## src/rtl/dtt_pkg.sv

```systemverilog
package dtt_pkg;

   localparam int unsigned BUS_W   = 32;
   localparam int unsigned ADDR_W  = 8;
   localparam int unsigned N_TMR   = 2;
   localparam int unsigned RATE_W  = 3;

   // per-timer window: base = index * stride
   localparam logic [ADDR_W-1:0] TMR_STRIDE = 8'h10;
   localparam logic [ADDR_W-1:0] OFS_DIV    = 8'h00;
   localparam logic [ADDR_W-1:0] OFS_CNT    = 8'h04;
   localparam logic [ADDR_W-1:0] OFS_CTL    = 8'h08;
   localparam logic [ADDR_W-1:0] OFS_TIME   = 8'h38;
   localparam logic [ADDR_W-1:0] OFS_MASK   = 8'h48;
   localparam logic [ADDR_W-1:0] OFS_ACK    = 8'h4C;
   localparam logic [ADDR_W-1:0] OFS_RAW    = 8'h50;
   localparam logic [ADDR_W-1:0] OFS_MSKD   = 8'h54;

   typedef enum logic [1:0] {
      ACT_LOAD = 2'd0,
      ACT_HALT = 2'd1,
      ACT_RUN  = 2'd2,
      ACT_BAD  = 2'd3
   } tmr_act_e;

   typedef struct packed {
      logic [RATE_W-1:0] rate;
      tmr_act_e          act;
   } tmr_ctl_t;

endpackage

```

## src/rtl/dtt_counter.sv

```systemverilog
module dtt_counter
   import dtt_pkg::*;
#(
   parameter int unsigned CNT_W     = 32,
   parameter int unsigned N_RATES   = 4,
   parameter int unsigned RATE_BASE = 4
) (
   input  logic               clk,
   input  logic               rst_n,
   input  logic               div_we,
   input  logic               ctl_we,
   input  logic [BUS_W-1:0]   wdata,
   input  logic [N_RATES-1:0] rate_tick,
   output logic [CNT_W-1:0]   count,
   output logic               running,
   output logic               expire
);

   localparam int unsigned CTL_W = $bits(tmr_ctl_t);

   if (CNT_W > BUS_W || CNT_W < 2) begin : g_bad_cnt_w
      $error("dtt_counter: CNT_W out of range");
   end
   if (RATE_BASE + N_RATES > (1 << RATE_W)) begin : g_bad_rates
      $error("dtt_counter: rate codes exceed field");
   end

   logic [CNT_W-1:0]  div_q, lim_q, cnt_q;
   logic [RATE_W-1:0] rate_q;
   logic              run_q;
   tmr_ctl_t          ctl_in;
   logic              ctl_take, sel_tick, at_end;

   assign ctl_in   = tmr_ctl_t'(wdata[CTL_W-1:0]);
   assign ctl_take = ctl_we && (ctl_in.act != ACT_BAD);

   always_comb begin
      sel_tick = 1'b0;
      for (int k = 0; k < int'(N_RATES); k++) begin
         if (rate_q == RATE_W'(RATE_BASE + k)) sel_tick = rate_tick[k];
      end
   end

   assign at_end = (cnt_q <= CNT_W'(1));
   assign expire = !ctl_take && run_q && sel_tick && at_end;

   always_ff @(posedge clk or negedge rst_n) begin
      if (!rst_n) begin
         div_q  <= '0;
         lim_q  <= '0;
         cnt_q  <= '0;
         rate_q <= '0;
         run_q  <= 1'b0;
      end else begin
         if (div_we) div_q <= wdata[CNT_W-1:0];
         if (ctl_take) begin
            lim_q  <= div_q;
            rate_q <= ctl_in.rate;
            unique case (ctl_in.act)
               ACT_LOAD: cnt_q <= div_q;
               ACT_HALT: run_q <= 1'b0;
               ACT_RUN:  run_q <= 1'b1;
               default:  ;
            endcase
         end else if (run_q && sel_tick) begin
            cnt_q <= at_end ? lim_q : cnt_q - CNT_W'(1);
         end
      end
   end

   assign count   = cnt_q;
   assign running = run_q;

endmodule

```

## src/rtl/dtt_irq.sv

```systemverilog
module dtt_irq #(
   parameter int unsigned N_SRC = 2
) (
   input  logic             clk,
   input  logic             rst_n,
   input  logic [N_SRC-1:0] hit,
   input  logic             mask_we,
   input  logic             ack_we,
   input  logic [N_SRC-1:0] wbits,
   output logic [N_SRC-1:0] raw,
   output logic [N_SRC-1:0] mask,
   output logic             irq
);

   if (N_SRC < 1) begin : g_bad_src
      $error("dtt_irq: N_SRC must be positive");
   end

   logic [N_SRC-1:0] raw_q, mask_q;

   for (genvar b = 0; b < int'(N_SRC); b++) begin : g_flag
      always_ff @(posedge clk or negedge rst_n) begin
         if (!rst_n)                 raw_q[b] <= 1'b0;
         else if (hit[b])            raw_q[b] <= 1'b1;
         else if (ack_we && wbits[b]) raw_q[b] <= 1'b0;
      end
   end

   always_ff @(posedge clk or negedge rst_n) begin
      if (!rst_n)       mask_q <= '0;
      else if (mask_we) mask_q <= wbits;
   end

   assign raw  = raw_q;
   assign mask = mask_q;
   assign irq  = |(raw_q & mask_q);

endmodule

```

## src/rtl/dtt_freerun.sv

```systemverilog
module dtt_freerun #(
   parameter int unsigned W = 32
) (
   input  logic         clk,
   input  logic         rst_n,
   input  logic         step,
   output logic [W-1:0] value
);

   if (W < 1 || W > 32) begin : g_bad_w
      $error("dtt_freerun: W out of range");
   end

   always_ff @(posedge clk or negedge rst_n) begin
      if (!rst_n)    value <= '0;
      else if (step) value <= value + W'(1);
   end

endmodule

```

## src/rtl/dual_tick_timer.sv

```systemverilog
module dual_tick_timer
   import dtt_pkg::*;
#(
   parameter int unsigned CNT_W   = 32,
   parameter int unsigned TIME_W  = 32,
   parameter int unsigned N_RATES = 4
) (
   input  logic               clk,
   input  logic               rst_n,
   input  logic               bus_wr,
   input  logic [7:0]         bus_addr,
   input  logic [31:0]        bus_wdata,
   output logic [31:0]        bus_rdata,
   input  logic [N_RATES-1:0] rate_tick,
   input  logic               time_tick,
   output logic               irq
);

   if (N_RATES != 4) begin : g_bad_rates
      $error("dual_tick_timer: rate field decodes four enables");
   end

   logic [CNT_W-1:0]  cnt_w [N_TMR];
   logic [N_TMR-1:0]  run_w, hit_w, raw_w, mask_w;
   logic [TIME_W-1:0] time_w;

   for (genvar g = 0; g < int'(N_TMR); g++) begin : g_tmr
      localparam logic [ADDR_W-1:0] BASE = ADDR_W'(g * TMR_STRIDE);
      dtt_counter #(
         .CNT_W     (CNT_W),
         .N_RATES   (N_RATES),
         .RATE_BASE (4)
      ) u_cnt (
         .clk       (clk),
         .rst_n     (rst_n),
         .div_we    (bus_wr && bus_addr == BASE + OFS_DIV),
         .ctl_we    (bus_wr && bus_addr == BASE + OFS_CTL),
         .wdata     (bus_wdata),
         .rate_tick (rate_tick),
         .count     (cnt_w[g]),
         .running   (run_w[g]),
         .expire    (hit_w[g])
      );
   end

   dtt_irq #(.N_SRC(N_TMR)) u_irq (
      .clk     (clk),
      .rst_n   (rst_n),
      .hit     (hit_w),
      .mask_we (bus_wr && bus_addr == OFS_MASK),
      .ack_we  (bus_wr && bus_addr == OFS_ACK),
      .wbits   (bus_wdata[N_TMR-1:0]),
      .raw     (raw_w),
      .mask    (mask_w),
      .irq     (irq)
   );

   dtt_freerun #(.W(TIME_W)) u_time (
      .clk   (clk),
      .rst_n (rst_n),
      .step  (time_tick),
      .value (time_w)
   );

   always_comb begin
      bus_rdata = '0;
      unique case (bus_addr)
         OFS_CNT:              bus_rdata = 32'(cnt_w[0]);
         TMR_STRIDE + OFS_CNT: bus_rdata = 32'(cnt_w[1]);
         OFS_TIME:             bus_rdata = 32'(time_w);
         OFS_MASK:             bus_rdata = 32'(mask_w);
         OFS_RAW:              bus_rdata = 32'(raw_w);
         OFS_MSKD:             bus_rdata = 32'(raw_w & mask_w);
         default:              bus_rdata = '0;
      endcase
   end

endmodule

```

## config.mk

```make
export PLATFORM = sky130hd
export DESIGN_NAME = dual_tick_timer
export DESIGN_NICKNAME = d
export VERILOG_FILES = /design/src/rtl/dtt_pkg.sv /design/src/rtl/dtt_counter.sv /design/src/rtl/dtt_irq.sv /design/src/rtl/dtt_freerun.sv /design/src/rtl/dual_tick_timer.sv
export SDC_FILE = /design/constraint.sdc
export NUM_CORES = 1
export LEC_CHECK = 0
export BUFFER_PORTS_ARGS = -buffer_cell sky130_fd_sc_hd__buf_4
export CORE_MARGIN = 2
export CORE_UTILIZATION = 45
export DETAILED_ROUTE_END_ITERATION = 8
export HOLD_SLACK_MARGIN = 0.1
export PLACE_DENSITY_LB_ADDON = 0.12
export SYNTH_ARGS = -nofsm -noshare
export SYNTH_HDL_FRONTEND = slang
export SYNTH_SLANG_ARGS = --single-unit
```

## constraint.sdc

```tcl
create_clock -name clk -period 3.6 [get_ports clk]
set_input_delay 0.72 -clock clk [delete_from_list [all_inputs] [get_ports clk]]
set_output_delay 0.72 -clock clk [all_outputs]
set_load 0.005 [all_outputs]
```

=== Word level (Yosys, flattened, before mapping) ===
Cells that the tools add are included.

* Register bits: 236
* Output and inout bits: 33

* $add $sub $neg: 3
* Equal/unequal tests: 23
* Bitwise logic cells: 2
* Muxes and demuxes: 22
* Reductions and logical operators: 32
* Magnitude comparators: 2

{| class="wikitable"
|+ Operator list
! operator !! number
|-
| 32-bit two-way mux || 8
|-
| 32-bit one-hot mux with 6 select lines || 1
|-
| 32-bit by 1-bit less-or-equal comparator with 1-bit output, second input constant || 2
|-
| 32-bit by 1-bit subtractor with 32-bit output, second input constant || 2
|-
| 32-bit by 1-bit adder with 32-bit output, second input constant || 1
|-
| 8-bit by 7-bit == test with 1-bit output, second input constant || 4
|-
| 3-bit == test, second input constant || 8
|-
| 8-bit by 5-bit == test with 1-bit output, second input constant || 3
|-
| 1-bit logical AND || 18
|-
| 1-bit two-way mux || 12
|-
| 2-bit nonzero test || 5
|-
| 8-bit by 3-bit == test with 1-bit output, second input constant || 1
|-
| 8-bit by 4-bit == test with 1-bit output, second input constant || 1
|-
| 8-bit by 6-bit == test with 1-bit output, second input constant || 1
|-
| 8-bit zero test || 1
|-
| 2-bit AND reduction || 4
|-
| 2-bit != test, second input constant || 3
|-
| 2-bit AND || 2
|-
| 2-bit by 1-bit == test with 1-bit output, second input constant || 1
|-
| 2-bit == test, second input constant || 1
|-
| 1-bit zero test || 2
|-
| 2-bit zero test || 1
|-
| 1-bit one-hot mux with 2 select lines || 1
|-
| 2-bit OR reduction || 1
|}

=== Logic depth before layout (Yosys ltp) ===
* Word-level depth: 8
* Mapped depth: 10

=== Modules after synthesis ===
Synthesis repeated with hierarchy kept, for this count alone.

* Cell total of the unflattened synthesis: 1,326
* Area total of the unflattened synthesis: 12,276.8 um2

{| class="wikitable"
|+ By module, submodules not included
! module !! area an instance (um2) !! seq. area each (um2) !! cells each !! times used
|-
| dtt_counter || 4,901.0 || 2,502.4 || 526 || 2
|-
| dtt_freerun || 1,448.9 || 800.8 || 123 || 1
|-
| dual_tick_timer || 864.6 || 0.0 || 140 || 1
|-
| dtt_irq || 161.4 || 100.1 || 11 || 1
|}

=== Worst setup path before layout ===
OpenSTA, ideal clock, no wires.

* Path type: input-to-output
* Start: input port bus_addr[5]
* End: output port bus_rdata[11]
* Slack: 820 ps
* Path buffers: 2
* Data required time: 2,880 ps
* Stages on the path: 7
* Data arrival time: 2,060 ps
* Cell sequence: nor3_1 -> and2_1 -> and3_1 -> clkbuf_1 -> clkbuf_1 -> a222oi_1 -> inv_1

* Longest elaborated chain between the ends: 2

{| class="wikitable"
|+ Ends and longest elaborated chain
! item !! RTL line !! source
|-
| start, declared || dual_tick_timer.sv:11 || <nowiki>input logic [7:0] bus_addr,</nowiki>
|-
| 8-bit by 7-bit == test with 1-bit output, or another cell as far along || dual_tick_timer.sv:67 || <nowiki>unique case (bus_addr)</nowiki>
|-
| 32-bit one-hot mux with 6 select lines (*) || dual_tick_timer.sv:67 ||
|-
| end, declared || dual_tick_timer.sv:13 || <nowiki>output logic [31:0] bus_rdata,</nowiki>
|}

Every way passes the cells marked *; elsewhere a longest branch is shown, timed or not.

=== Worst setup path in the final report ===
* Start: register g_tmr[0].u_cnt.cnt_q[12]
* End: register g_tmr[0].u_cnt.cnt_q[6]

* Longest elaborated chain between the ends: 4

{| class="wikitable"
|+ Ends and longest elaborated chain
! item !! RTL line !! source
|-
| start, declared || dtt_counter.sv:28 || <nowiki>logic [CNT_W-1:0] div_q, lim_q, cnt_q;</nowiki>
|-
| start signal, assigned || dtt_counter.sv:60 || <nowiki>ACT_LOAD: cnt_q <= div_q;</nowiki>
|-
| start signal, assigned || dtt_counter.sv:66 || <nowiki>cnt_q <= at_end ? lim_q : cnt_q - CNT_W'(1);</nowiki>
|-
| 32-bit by 1-bit less-or-equal comparator with 1-bit output || dtt_counter.sv:44 || <nowiki>assign at_end = (cnt_q <= CNT_W'(1));</nowiki>
|-
| 32-bit two-way mux || dtt_counter.sv:66 ||
|-
| 32-bit two-way mux || dtt_counter.sv:65 || <nowiki>end else if (run_q && sel_tick) begin</nowiki>
|-
| 32-bit two-way mux || dtt_counter.sv:56 || <nowiki>if (ctl_take) begin</nowiki>
|}

Every way passes these cells. The select of a mux whose other input is x is not followed.
A chain may end at the register's enable or synchronous reset.

==> key figures <==
Outcome
  – Status: finished, final reports clean

Run
  – Maximum capacitance violations: 0

CTS
  – CTS root buf: clkbuf_16
  – Clock Pin Slew Worst Setup and Hold Paths: 0.06 ns
  – Worst-skew pair later-pin latency: 0.54 ns
  – Post_cts resized: 0
  – Hold-fix buffers, CTS: 0
  – CTS H-tree lvls: 1
  – Clk sinks: 236
  – Post CTS Setup Buffer Count: 0
  – CTS Buffer Depth: 3
  – TritonCTS clock tree: done
  – CTS Buf Count: 27

Timing
  – Clock skew: 0.0155 ns
  – Fmax: 303 MHz
  – Worst hold slack: 0.133 ns
  – Final Hold Viols: 0
  – Setup_tns: 0 ns
  – Slew @ Worst Pin: 0.919 ns
  – Fin crit period: 3.30 ns
  – Period utilization: 91.7%
  – Final WS setup: 0.298 ns
  – Slew Limit Fails: 0
  – RSZ-0062 raised after global routing: no
  – Slew HR: 38.6%
  – Final setup vio count: 0

Detailed routing
  – Vias: 10360
  – DRC errors left: 0
  – 1st-pass router iterations: 6
  – Drt total wl: 37700 µm
  – Antenna viol nets, final: 0
  – Routed vias/inst: 5.92
  – DR iter-0 viols: 1043
  – WL/cell: 21.5 µm

Power
  – Peak supply drop: 319 µV
  – Cell Pwr Density: 438 nW/µm²
  – Leak pwr: 6.78 nW
  – Power, Total: 6.21 mW

Worst setup path
  – Worst EP required: 4.00 ns
  – R2r setup slk: 0.30 ns
  – Buf/Inv on CP: 0
  – WS Path Type: reg2reg
  – Cell family with most CP delay: simple AND/OR/NAND/NOR gates
  – R2r startpoint: g_tmr[0].u_cnt.count[12]
  – Crit Path Max Fanout: 22
  – Crit path arrival time: 3.71 ns
  – CP Capture Type: flop
  – Crit start category: flop
  – CP cell instances: or3_1 -> or4_4 -> or4_4 -> or2_1 -> a31oi_1 -> a31oi_1
  – Crit path largest cell delay: 0.65 ns
  – Worst Reg2Reg Path Length in Cells: 6
  – Max stage delay cell, worst path: or4_4
  – RR Endpoint: g_tmr[0].u_cnt.count[6]

Global route
  – GRT Overall Usage: 26.9%
  – Layer with the highest usage: met2
  – Vias in the first global route: 10123
  – Met1 Use GR: 38.1%
  – Grt ovf: 0
  – Grt met3 use: 5.00%
  – Initial antenna violation count: 0
  – GR Util met2: 40.9%
  – Pin count of the biggest net entering global routing: 71
  – Global-route wire length before repair: 59400 µm

Synth
  – Synth Area in Simple Gates: 23.1%
  – Synth cell types: 67
  – Gate Count Post-Synth: 1334
  – Async S/R FF share, synth: 100%
  – EDFF count, synth: 0
  – Synth Area in Adders: 0.818%
  – Synth Flop Type: dfrtp_1
  – Warnings, synthesis: 0
  – Post-synthesis xor/xnor area fraction: 4.73%
  – Post-synthesis cell area: 12200 µm²
  – Mapped Avg Cell Area: 9.17 µm²
  – Multiplexer share of the synthesized area: 6.60%
  – Synth Area in Compound Gates: 12.7%
  – Register bit total from synthesis: 236
  – Synthesized net count: 1390
  – Register area share after synthesis: 48.3%
  – Largest family of logic cells by synthesized area: simple AND/OR/NAND/NOR gates

Place
  – GP Congestion: 0.875
  – Dpl ws: 0.357 ns
  – Number of port buffers: 80
  – HPWL after DPL: 27000 µm

Final layout
  – Fillcell total: 2515
  – Layout Nets: 1446
  – Commonest non-fill, non-tap cell in the layout: nand2_1
  – Commonest non-fill, non-tap cells in the layout: nand2_1, dfrtp_1, buf_4
  – Layout cells sized above 1: 18.3%
  – Layout area overhead: 15.9%
  – Layout Utilization: 52.9%
  – Diode count: 0

Floorplan
  – Die width: 169 µm
  – Initial Util: 45.6%
  – # IOs: 81
  – CORE AREA: 26800 µm²
  – Die H: 169 µm
  – Site row count: 60
  – Die area: 28500 µm²

Hold path
  – Min-delay worst type: in2async
==> layer usage <==
metal,routed length (µm),vias to the layer above,share of wire [%]
li1,-,4839,-
met1,16700,5066,44
met2,16700,376,44
met3,2630,79,7.0
met4,1700,0,4.5
met5,0,-,0
==> sequential cells by signal, summed over array words and instances, names as in the netlist <==
register,flops
g_tmr.u_cnt.count,64
g_tmr.u_cnt.div_q,64
g_tmr.u_cnt.lim_q,64
g_tmr.u_cnt.rate_q,6
g_tmr.u_cnt.running,2
u_irq.mask,2
u_irq.raw,2
u_time.value,32
==> synth_stat cells, types with 4 or more instances <==
| library cell | instances | share of area (%) |
|---|---|---|
| mux2_2 | 65 | 6.0 |
| clkbuf_1 | 66 | 2.0 |
| or4_4 | 5 | 0.46 |
| nor3b_1 | 6 | 0.37 |
| and3_1 | 8 | 0.41 |
| a22oi_1 | 27 | 1.7 |
| nor4_1 | 25 | 1.3 |
| xnor2_1 | 35 | 2.5 |
| dfrtp_1 | 236 | 48 |
| or3_1 | 14 | 0.72 |
| o211ai_2 | 8 | 0.82 |
| o41ai_1 | 5 | 0.36 |
| and4_1 | 5 | 0.36 |
| nor3_1 | 43 | 1.8 |
| a31oi_1 | 23 | 1.2 |
| buf_2 | 6 | 0.25 |
| o21ai_1 | 13 | 0.53 |
| xor2_1 | 31 | 2.2 |
| o21ai_0 | 81 | 3.3 |
| inv_1 | 20 | 0.61 |
| nand3_1 | 35 | 1.4 |
| nand2_1 | 332 | 10 |
| nor2b_1 | 5 | 0.26 |
| o31ai_1 | 9 | 0.55 |
| ha_1 | 8 | 0.82 |
| or2_2 | 4 | 0.20 |
| nor2_1 | 76 | 2.3 |
| a21oi_1 | 21 | 0.86 |
| o211ai_1 | 18 | 1.1 |
| a222oi_1 | 8 | 0.65 |
| buf_6 | 6 | 0.55 |
| nand2b_1 | 4 | 0.20 |
| or4_1 | 16 | 0.98 |
| nand4_1 | 20 | 1.0 |
==> area by class of cell <==
class                   count  area, µm²  area share [%]
repair buffers            110        921            6.50
flip-flops and latches    236       5910            41.7
multi-input cells         995       5920            41.7
clock inverters            18        201            1.42
inverters                  20       75.1           0.530
clock buffers              31        731            5.15
well taps                 341        427            3.01
==> how the worst max path moves through the flow <==
stage                                         from                 endpoint  slack [ns]  cells past startpoint
after floorplan                        bus_addr[5]            bus_rdata[11]        0.82                      7
after global placement    g_tmr[0].u_cnt.count[12]  g_tmr[0].u_cnt.count[5]        0.38                      6
after detailed placement  g_tmr[0].u_cnt.count[12]  g_tmr[0].u_cnt.count[7]        0.36                      6
after CTS                 g_tmr[0].u_cnt.count[12]  g_tmr[0].u_cnt.count[7]        0.33                      6
after global routing      g_tmr[0].u_cnt.count[17]  g_tmr[0].u_cnt.count[7]        0.12                      6
final                     g_tmr[0].u_cnt.count[12]  g_tmr[0].u_cnt.count[6]        0.30                      6
==> stage by stage <==
step                area (µm²)  instances
floorplan                12200       1334
global placement         13200       1702
detailed placement       13200       1702
CTS                      14200       1751
global route             14200       1751
finish                   14200       1751
==> where the power goes <==
group / internal (mW) / switching [mW] / leakage [nW]
Combinational: 0.188 / 0.232 / 3.10
Sequential: 2.75 / 0.153 / 3.22
Clock: 1.74 / 1.14 / 0.462
Total: 4.68 / 1.53 / 6.78
==> logic make-up (layout without fill, tap and decap cells) <==
kind of cell	Yosys count	after routing
compound gates	238	238
xor+xnor	66	66
fa+ha+maj	8	8
buf+inv	103	179
flops	236	236
mux	70	70
simple gates	613	613
No activity file was read; power rests on OpenSTA's default activity.
